`src/rtl/ufx_pkg.sv`:
```
package ufx_pkg;

    localparam int UFX_DATA_W = 9;
    localparam int UFX_CTRL_W = 7;

    // control word layout, MSB to LSB: order, parity, stop, length
    typedef struct packed {
        logic       lsb_first;
        logic [1:0] par;
        logic [1:0] stop;
        logic [1:0] len;
    } ufx_ctrl_t;

    typedef enum logic [1:0] {
        PAR_NONE = 2'b00,
        PAR_ZERO = 2'b01,
        PAR_EVEN = 2'b10,
        PAR_ODD  = 2'b11
    } par_mode_e;

    typedef enum logic [1:0] {
        LEN_SHORT = 2'b00,  // DATA_W-2 bits
        LEN_MID   = 2'b01,  // DATA_W-1 bits
        LEN_FULL  = 2'b10   // DATA_W bits
    } len_sel_e;

    typedef enum logic [2:0] {
        PH_IDLE  = 3'd0,
        PH_PEND  = 3'd1,
        PH_START = 3'd2,
        PH_DATA  = 3'd3,
        PH_PAR   = 3'd4,
        PH_STOP  = 3'd5
    } phase_e;

endpackage

```
`src/rtl/ufx_fmt_decode.sv`:
```
module ufx_fmt_decode
    import ufx_pkg::*;
#(
    parameter int DATA_W = UFX_DATA_W,
    localparam int CNT_W = $clog2(DATA_W + 1)
) (
    input  logic [UFX_CTRL_W-1:0] ctrl_i,
    output len_sel_e              len_sel_o,
    output logic [CNT_W-1:0]      nbits_o,
    output logic                  two_stop_o,
    output logic                  lsb_first_o,
    output par_mode_e             par_mode_o
);

    ufx_ctrl_t c;
    assign c = ufx_ctrl_t'(ctrl_i);

    always_comb begin
        unique case (c.len)
            2'b01:   begin len_sel_o = LEN_FULL;  nbits_o = CNT_W'(DATA_W);     end
            2'b10:   begin len_sel_o = LEN_SHORT; nbits_o = CNT_W'(DATA_W - 2); end
            default: begin len_sel_o = LEN_MID;   nbits_o = CNT_W'(DATA_W - 1); end
        endcase
    end

    // only code 10 asks for two stop bits; anything else falls back to one
    assign two_stop_o  = (c.stop == 2'b10);
    assign lsb_first_o = c.lsb_first;
    assign par_mode_o  = par_mode_e'(c.par);

endmodule

```
`src/rtl/ufx_order.sv`:
```
module ufx_order
    import ufx_pkg::*;
#(
    parameter int DATA_W = UFX_DATA_W
) (
    input  logic [DATA_W-1:0] data_i,
    input  len_sel_e          len_sel_i,
    input  logic              lsb_first_i,
    output logic [DATA_W-1:0] masked_o,
    output logic [DATA_W-1:0] ordered_o
);

    localparam int L_S = DATA_W - 2;
    localparam int L_M = DATA_W - 1;
    localparam int L_F = DATA_W;

    logic [DATA_W-1:0] rev;

    for (genvar i = 0; i < DATA_W; i++) begin : g_bit
        localparam bit IN_S = (i < L_S);
        localparam bit IN_M = (i < L_M);
        localparam int IX_S = IN_S ? (L_S - 1 - i) : 0;
        localparam int IX_M = IN_M ? (L_M - 1 - i) : 0;
        localparam int IX_F = L_F - 1 - i;

        logic sel_s, sel_m, sel_f;
        assign sel_s = (len_sel_i == LEN_SHORT);
        assign sel_m = (len_sel_i == LEN_MID);
        assign sel_f = (len_sel_i == LEN_FULL);

        assign masked_o[i] = data_i[i] & ((sel_s & IN_S) | (sel_m & IN_M) | sel_f);
        assign rev[i] = (sel_s & IN_S & data_i[IX_S])
                      | (sel_m & IN_M & data_i[IX_M])
                      | (sel_f & data_i[IX_F]);
    end

    // shift register always sends bit 0 first
    assign ordered_o = lsb_first_i ? masked_o : rev;

endmodule

```
`src/rtl/ufx_parity.sv`:
```
module ufx_parity
    import ufx_pkg::*;
#(
    parameter int DATA_W = UFX_DATA_W
) (
    input  logic [DATA_W-1:0] masked_i,
    input  par_mode_e         mode_i,
    output logic              par_en_o,
    output logic              par_bit_o
);

    logic ones_odd;
    assign ones_odd = ^masked_i;

    always_comb begin
        par_en_o  = 1'b1;
        par_bit_o = 1'b0;
        unique case (mode_i)
            PAR_NONE: par_en_o  = 1'b0;
            PAR_ZERO: par_bit_o = 1'b0;
            PAR_EVEN: par_bit_o = ones_odd;
            PAR_ODD:  par_bit_o = ~ones_odd;
            default:  par_en_o  = 1'b0;
        endcase
    end

endmodule

```
`src/rtl/uart_frame_tx.sv`:
```
module uart_frame_tx
    import ufx_pkg::*;
#(
    parameter int DATA_W = UFX_DATA_W
) (
    input  logic                  clk,
    input  logic                  rst_n,
    input  logic                  tx_en_i,
    input  logic                  load_i,
    input  logic [DATA_W-1:0]     data_i,
    input  logic [UFX_CTRL_W-1:0] ctrl_i,
    input  logic                  baud_tick_i,
    output logic                  txd_o,
    output logic                  busy_o,
    output logic                  done_o
);

    localparam int CNT_W = $clog2(DATA_W + 1);

    typedef struct packed {
        phase_e            phase;
        logic [DATA_W-1:0] shreg;
        logic [CNT_W-1:0]  cnt;
        logic              par_en;
        logic              par_bit;
        logic              stop_more;
        logic              txd;
        logic              busy;
        logic              done;
    } state_t;

    // reset format: 8 data bits, no parity, single stop
    localparam state_t ST_RST = '{
        phase:     PH_IDLE,
        shreg:     '0,
        cnt:       CNT_W'(DATA_W - 2),
        par_en:    1'b0,
        par_bit:   1'b0,
        stop_more: 1'b0,
        txd:       1'b1,
        busy:      1'b0,
        done:      1'b0
    };

    len_sel_e          len_sel;
    logic [CNT_W-1:0]  nbits;
    logic              two_stop;
    logic              lsb_first;
    par_mode_e         par_mode;
    logic [DATA_W-1:0] masked;
    logic [DATA_W-1:0] ordered;
    logic              par_en;
    logic              par_bit;

    ufx_fmt_decode #(.DATA_W(DATA_W)) u_dec (
        .ctrl_i      (ctrl_i),
        .len_sel_o   (len_sel),
        .nbits_o     (nbits),
        .two_stop_o  (two_stop),
        .lsb_first_o (lsb_first),
        .par_mode_o  (par_mode)
    );

    ufx_order #(.DATA_W(DATA_W)) u_ord (
        .data_i      (data_i),
        .len_sel_i   (len_sel),
        .lsb_first_i (lsb_first),
        .masked_o    (masked),
        .ordered_o   (ordered)
    );

    ufx_parity #(.DATA_W(DATA_W)) u_par (
        .masked_i  (masked),
        .mode_i    (par_mode),
        .par_en_o  (par_en),
        .par_bit_o (par_bit)
    );

    state_t st_d, st_q;

    always_comb begin
        st_d      = st_q;
        st_d.done = 1'b0;
        unique case (st_q.phase)
            PH_IDLE: begin
                if (load_i && tx_en_i) begin
                    st_d.phase     = PH_PEND;
                    st_d.busy      = 1'b1;
                    st_d.shreg     = ordered;
                    st_d.cnt       = nbits - CNT_W'(1);
                    st_d.par_en    = par_en;
                    st_d.par_bit   = par_bit;
                    st_d.stop_more = two_stop;
                end
            end
            PH_PEND: begin
                if (baud_tick_i) begin
                    st_d.phase = PH_START;
                    st_d.txd   = 1'b0;
                end
            end
            PH_START: begin
                if (baud_tick_i) begin
                    st_d.phase = PH_DATA;
                    st_d.txd   = st_q.shreg[0];
                    st_d.shreg = st_q.shreg >> 1;
                end
            end
            PH_DATA: begin
                if (baud_tick_i) begin
                    if (st_q.cnt == '0) begin
                        if (st_q.par_en) begin
                            st_d.phase = PH_PAR;
                            st_d.txd   = st_q.par_bit;
                        end else begin
                            st_d.phase = PH_STOP;
                            st_d.txd   = 1'b1;
                        end
                    end else begin
                        st_d.txd   = st_q.shreg[0];
                        st_d.shreg = st_q.shreg >> 1;
                        st_d.cnt   = st_q.cnt - CNT_W'(1);
                    end
                end
            end
            PH_PAR: begin
                if (baud_tick_i) begin
                    st_d.phase = PH_STOP;
                    st_d.txd   = 1'b1;
                end
            end
            PH_STOP: begin
                if (baud_tick_i) begin
                    if (st_q.stop_more) begin
                        st_d.stop_more = 1'b0;
                    end else begin
                        st_d.phase = PH_IDLE;
                        st_d.busy  = 1'b0;
                        st_d.done  = 1'b1;
                    end
                end
            end
            default: st_d = ST_RST;
        endcase
    end

    always_ff @(posedge clk) begin
        if (!rst_n) st_q <= ST_RST;
        else        st_q <= st_d;
    end

    assign txd_o  = st_q.txd;
    assign busy_o = st_q.busy;
    assign done_o = st_q.done;

endmodule

```
`config.mk`:
```
export PLATFORM = sky130hd
export DESIGN_NAME = uart_frame_tx
export DESIGN_NICKNAME = d
export VERILOG_FILES = /design/src/rtl/ufx_pkg.sv /design/src/rtl/ufx_fmt_decode.sv /design/src/rtl/ufx_order.sv /design/src/rtl/ufx_parity.sv /design/src/rtl/uart_frame_tx.sv
export SDC_FILE = /design/constraint.sdc
export NUM_CORES = 1
export LEC_CHECK = 0
export BUFFER_PORTS_ARGS = -buffer_cell sky130_fd_sc_hd__buf_2
export CORE_ASPECT_RATIO = 0.8
export CORE_UTILIZATION = 41
export CTS_CLUSTER_DIAMETER = 150
export CTS_CLUSTER_SIZE = 14
export DETAILED_ROUTE_END_ITERATION = 6
export PLACE_DENSITY_LB_ADDON = 0.3
export REMOVE_ABC_BUFFERS = 1
export SLEW_MARGIN = 40
export SYNTH_ARGS = -nofsm -noshare
export SYNTH_HDL_FRONTEND = slang
export SYNTH_SLANG_ARGS = --single-unit
```
`constraint.sdc`:
```
create_clock -name clk -period 1.75 [get_ports clk]
set_input_delay 0.35 -clock clk [delete_from_list [all_inputs] [get_ports clk]]
set_output_delay 0.35 -clock clk [all_outputs]
set_load 0.05 [all_outputs]
```
**Word-level counts from Yosys, hierarchy flattened**

Index checks and enable logic that the tools add are counted.

- Memory bits (writable): 0
- Latch bits: 0
- Flip-flop bits (word level): 22
- Output and inout bits: 3
- Memories kept: 0
- Input bits: 21
- Word-level logic and storage cells: 138
- Bits in read-only memories: 0

- Multipliers: 0
- Shifts and indexed selects: 0
- Equality and inequality tests: 21
- Mux-type cells: 31
- Div/mod/pow operators: 0
- Bitwise operators: 56
- Order comparisons: 0
- Reduce and logical (&&, ||, !) cells: 19
- Add/sub/neg operators: 2

Operators by type and width:

| kind | count |
|---|---|
| 9-bit one-hot mux with 4 select lines | 1 |
| 1-bit bitwise AND | 32 |
| 19-bit two-way mux | 1 |
| 2-bit != test (second input constant) | 9 |
| 1-bit bitwise OR | 18 |
| 3-bit one-hot mux with 6 select lines | 1 |
| 16-bit two-way mux | 1 |
| 3-bit two-way mux | 5 |
| 13-bit two-way mux | 1 |
| 12-bit two-way mux | 1 |
| 4-bit one-hot mux with 3 select lines | 1 |
| 2-bit equality test (second input constant) | 5 |
| 5-bit AND reduction | 2 |
| 1-bit two-way mux | 9 |
| 9-bit two-way mux | 1 |
| 9-bit parity | 1 |
| 2-bit one-hot mux with 2 select lines | 2 |
| 4-bit one-hot mux with 2 select lines | 1 |
| 4-bit AND reduction | 2 |
| 8-bit AND reduction | 1 |
| 4-bit OR reduction | 2 |
| 4-bit by 1-bit subtractor with 4-bit output (second input constant) | 2 |
| 3-bit by 2-bit equality test with 1-bit output (second input constant) | 2 |
| 3-bit equality test (second input constant) | 2 |
| 16 further kinds | 26 |

**Depth between registers and ports, before layout**

- Word-level depth: 11
- Mapped depth: 9
- Depth with buffers taken out: 8

**Modules after synthesis**

From an unflattened synthesis, not the netlist that was laid out.

- Cells, all modules: 225
- Area total of the unflattened synthesis: 1884.3 um2

Modules (own cells, without submodules):

| module | cells an instance | seq. area each (um2) | times used | area an instance (um2) |
|---|---|---|---|---|
| uart_frame_tx | 158 | 440.4 | 1 | 1301.2 |
| ufx_order | 45 | 0.0 | 1 | 390.4 |
| ufx_fmt_decode | 12 | 0.0 | 1 | 96.3 |
| ufx_parity | 10 | 0.0 | 1 | 96.3 |

**Worst setup path before layout**

No wires, ideal clock.

- Path kind: in2reg
- Start: input port ctrl_i[0]
- End: register st_q[8] in the netlist's numbering
- Stages on the path: 9
- Arrival time: 1539 ps
- Path buffers: 1
- Library setup time: 125 ps
- Setup slack: 86 ps
- Cell sequence: inv_1 -> ha_1 -> clkbuf_1 -> nand2_1 -> o21ai_0 -> ha_1 -> mux2i_1 -> mux2i_1 -> nand2_1

- Cells in the longest elaborated chain, start to end: 5
- Elaborated cells on any way between the ends: 6
- Classes of those cells: add/sub (1); eq/ne (2); mux (3)

Ends and longest elaborated chain:

| item | line | RTL |
|---|---|---|
| start, declared | uart_frame_tx.sv:11 | `input logic [UFX_CTRL_W-1:0] ctrl_i,` |
| 2-bit equality test or 2-bit by 1-bit equality test with 1-bit output (tied branches) | ufx_fmt_decode.sv:19 | `unique case (c.len)` |
| 4-bit one-hot mux with 2 select lines (*) | ufx_fmt_decode.sv:19 |  |
| 4-bit by 1-bit subtractor with 4-bit output (*) | uart_frame_tx.sv:90 | `st_d.cnt = nbits - CNT_W'(1);` |
| 19-bit two-way mux (*) | uart_frame_tx.sv:86 | `if (load_i && tx_en_i) begin` |
| 4-bit one-hot mux with 3 select lines (*) | uart_frame_tx.sv:84 | `unique case (st_q.phase)` |
| end signal, assigned | uart_frame_tx.sv:149 | `else st_q <= st_d;` |
| end, declared | uart_frame_tx.sv:79 | `state_t st_d, st_q;` |

Every way passes the cells marked *; elsewhere a longest branch is shown, timed or not. The select of a mux whose other input is x is not followed.
A chain may end at the register's enable or synchronous reset.

**Final worst setup path**

- Start: register st_q[9] in the netlist's numbering
- End: register st_q, in the netlist txd_o

- Cells in the longest elaborated chain, start to end: 4

Ends and longest elaborated chain:

| item | line | RTL |
|---|---|---|
| 4-bit logical NOT | uart_frame_tx.sv:111 | `if (st_q.cnt == '0) begin` |
| 1-bit two-way mux | uart_frame_tx.sv:111 |  |
| 1-bit two-way mux | uart_frame_tx.sv:110 | `if (baud_tick_i) begin` |
| 1-bit one-hot mux with 5 select lines | uart_frame_tx.sv:84 |  |

No other way between the ends. The select of a mux whose other input is x is not followed.

==> results_dict.tcl <==
set metrics [dict create \
    status "complete, no violations" \
    fp.dieH_um 57.38 \
    drive_gt1_frac 0.2771 \
    syn_to_final_growth_pct 21.18 \
    grt_use_total 0.2177 \
    drv_slew 0 \
    pre_cts_ws_ps -91.15 \
    antenna_found_initial 0 \
    fin_nets 257 \
    hold_path.class "in2reg" \
    p_leak_nw 0.7706 \
    root_buffer "clkbuf_8" \
    worstPathArrival_ps 1810 \
    routed-wl-met3_um 283 \
    drtIter0Drc 115 \
    syn_avg_cell_area_um2 8.101 \
    met2_length_um 1843 \
    startpoint_type "flop" \
    core_um2 3542 \
    portBuffers 23 \
    period_share 0.9392 \
    die_w_um 71.22 \
    grt_max_degree 19 \
    synth_ff_type "dfxtp_1" \
    numCtsBuffers 3 \
    worst_slack_ps 106.4 \
    finClkSkew_ps 7.552 \
    dr.max_layer_used "met4" \
    first_global_vias 1483 \
    wl_per_cell_um 14.83 \
    grt_overflow 0 \
    place.gp.congestion 0.8286 \
    timing.setup.tns_ps 0 \
    finalInstanceArea_um2 1904 \
    endpoint_kind "flop" \
    syn_inst 194 \
    cp.required_ps 1920 \
    power_density_nw_per_um2 758.9 \
    post-synth-top-area-fraction 0.2803 \
    finalPower_mw 1.445 \
    synth_cell_types 53 \
    clk_latency_ps 270 \
    yosys.area.top_type "dfxtp_1" \
    yosysWarnings 0 \
    dr.pass1.iters 5 \
    ant_nets 0 \
    die_area_um2 4086 \
    relSlewSlack 0.6930 \
    grt_pass1_wl_um 6927 \
    yosysSeqAreaShare 0.2803 \
    viasPerCell 6.037 \
    drc 0 \
    synth_edf_count 0 \
    finalSetupViolCount 0 \
    finalHoldViolCount 0 \
    num_rows 19 \
    layout_min_cycle_time_ps 1644 \
    vdd_drop_max_mv 0.4437 \
    cap_violations 0 \
    vias 1648 \
    ys_async_sr_fraction 0 \
    ys_ff_latch 22 \
    wl_met1_um 1878 \
    rrSetupSlack_ps 110 \
    fmax_mhz 608.4 \
    antennaDiodeCount 0 \
    cts.sinks 22 \
    syn_area_um2 1572 \
    worst_pin_slew_ps 456.9 \
    ios 24 \
    path_clk_slew_ps 90 \
    dp_hpwl_um 3051 \
    cts_max_level 1 \
    utilization 0.5376 \
    start_util 0.4437 \
    clockBufferDepth 2 \
    totalWireLength_um 4048 \
    placed_area_um2 1800 \
    critical_path.max_fanout 4 \
    synthTopCellsByArea "dfxtp_1 28%, o21ai_0 6.4%, a22oi_1 4.8%, xnor2_1 4.5%, a21oi_1 3.8%" \
    worst-setup-path-type "reg2reg" \
    cts_tree "yes" \
]
[power breakdown]
part / internal [mW] / switching (mW)
Sequential: 0.544 / 0.0326
Clock: 0.201 / 0.180
Combinational: 0.228 / 0.260
[metal layers]
layer | track usage | vias up
met5 | 0 | -
met4 | 0.06000 | 0
met3 | 0.04240 | 5
met2 | 0.3347 | 68
met1 | 0.3112 | 773
li1 | - | 802
[critical path, stage by stage (launching register included)]
cell and delay, ps:
dfxtp_1 340, or4_4 580, nand2_1 90, o21ai_1 80, a2111oi_2 350, o21ai_1 110
[state kept, by name (all words and copies together), names as in the netlist]
name and cells:
st_q 19, txd_o 1, done_o 1, busy_o 1
[cell type report]
class / instances / area, um^2
Timing Repair Buffer: 47 / 307.8
Tap cell: 42 / 52.55
Fill cell: 332 / 1638
Inverter: 9 / 33.78
Clock buffer: 4 / 55.05
Multi-Input combinational cell: 149 / 1013
Sequential cell: 22 / 441.7
[synth_stat cells (2+ instances only)]
cell type	number
o21ai_0	20
nor2_1	13
nor2b_1	2
o21ai_1	2
a222oi_1	5
o21a_1	2
ha_1	4
buf_6	3
a31oi_1	3
dfxtp_1	22
o22ai_1	4
clkbuf_1	6
mux2i_1	5
inv_1	9
a21oi_1	12
a22oi_1	10
nand3_1	11
nand2b_1	4
buf_2	2
xnor2_1	8
nor3_1	2
nand2_1	14
[stage by stage]
step           cells  hold WS (ps)
6_report         273         346.3
4_1_cts          270         347.6
3_3_place_gp     266         461.0
2_1_floorplan    180         411.9
3_5_place_dp     266         463.3
5_1_grt          273         365.9
[cell families after synthesis]
| group | share of synthesized area |
|---|---|
| multiplexers | 0.03901 |
| adder cells (fa/ha/maj) | 0.03185 |
| flip-flops | 0.2803 |
| XOR/XNOR | 0.05892 |
| AND/OR/NAND/NOR | 0.1871 |
| AO/OA/AOI/OAI | 0.3201 |
| buffers and inverters | 0.08280 |
[cell usage in the layout, fill, tap and decap left out, drive strengths merged, types with 3 or more instances in the layout]
| cell type | synthesis | final |
|---|---|---|
| a31oi | 3 | 3 |
| a22oi | 10 | 10 |
| nand2 | 14 | 14 |
| clkbuf | 7 | 4 |
| inv | 9 | 9 |
| nor2 | 13 | 13 |
| xnor2 | 8 | 8 |
| buf | 6 | 47 |
| o22ai | 4 | 4 |
| nand2b | 4 | 4 |
| dfxtp | 22 | 22 |
| a21oi | 12 | 12 |
| nand3 | 12 | 12 |
| ha | 4 | 4 |
| o21ai | 23 | 23 |
| a222oi | 5 | 5 |
| mux2i | 5 | 5 |
[final timing paths]
path              from        to  cells after the start
min          ctrl_i[5]   st_q[4]                      3
max reg2reg    st_q[9]     txd_o                      5
max            st_q[9]     txd_o                      5
min reg2reg   st_q[14]  st_q[13]                      2
[what timing repair did]
item,in CTS,in global routing
hold buffers,0,0
endpoints found under the setup margin,0,12
setup buffers,0,3
gates resized for setup,0,4
Power figures use the tool's default switching activity.
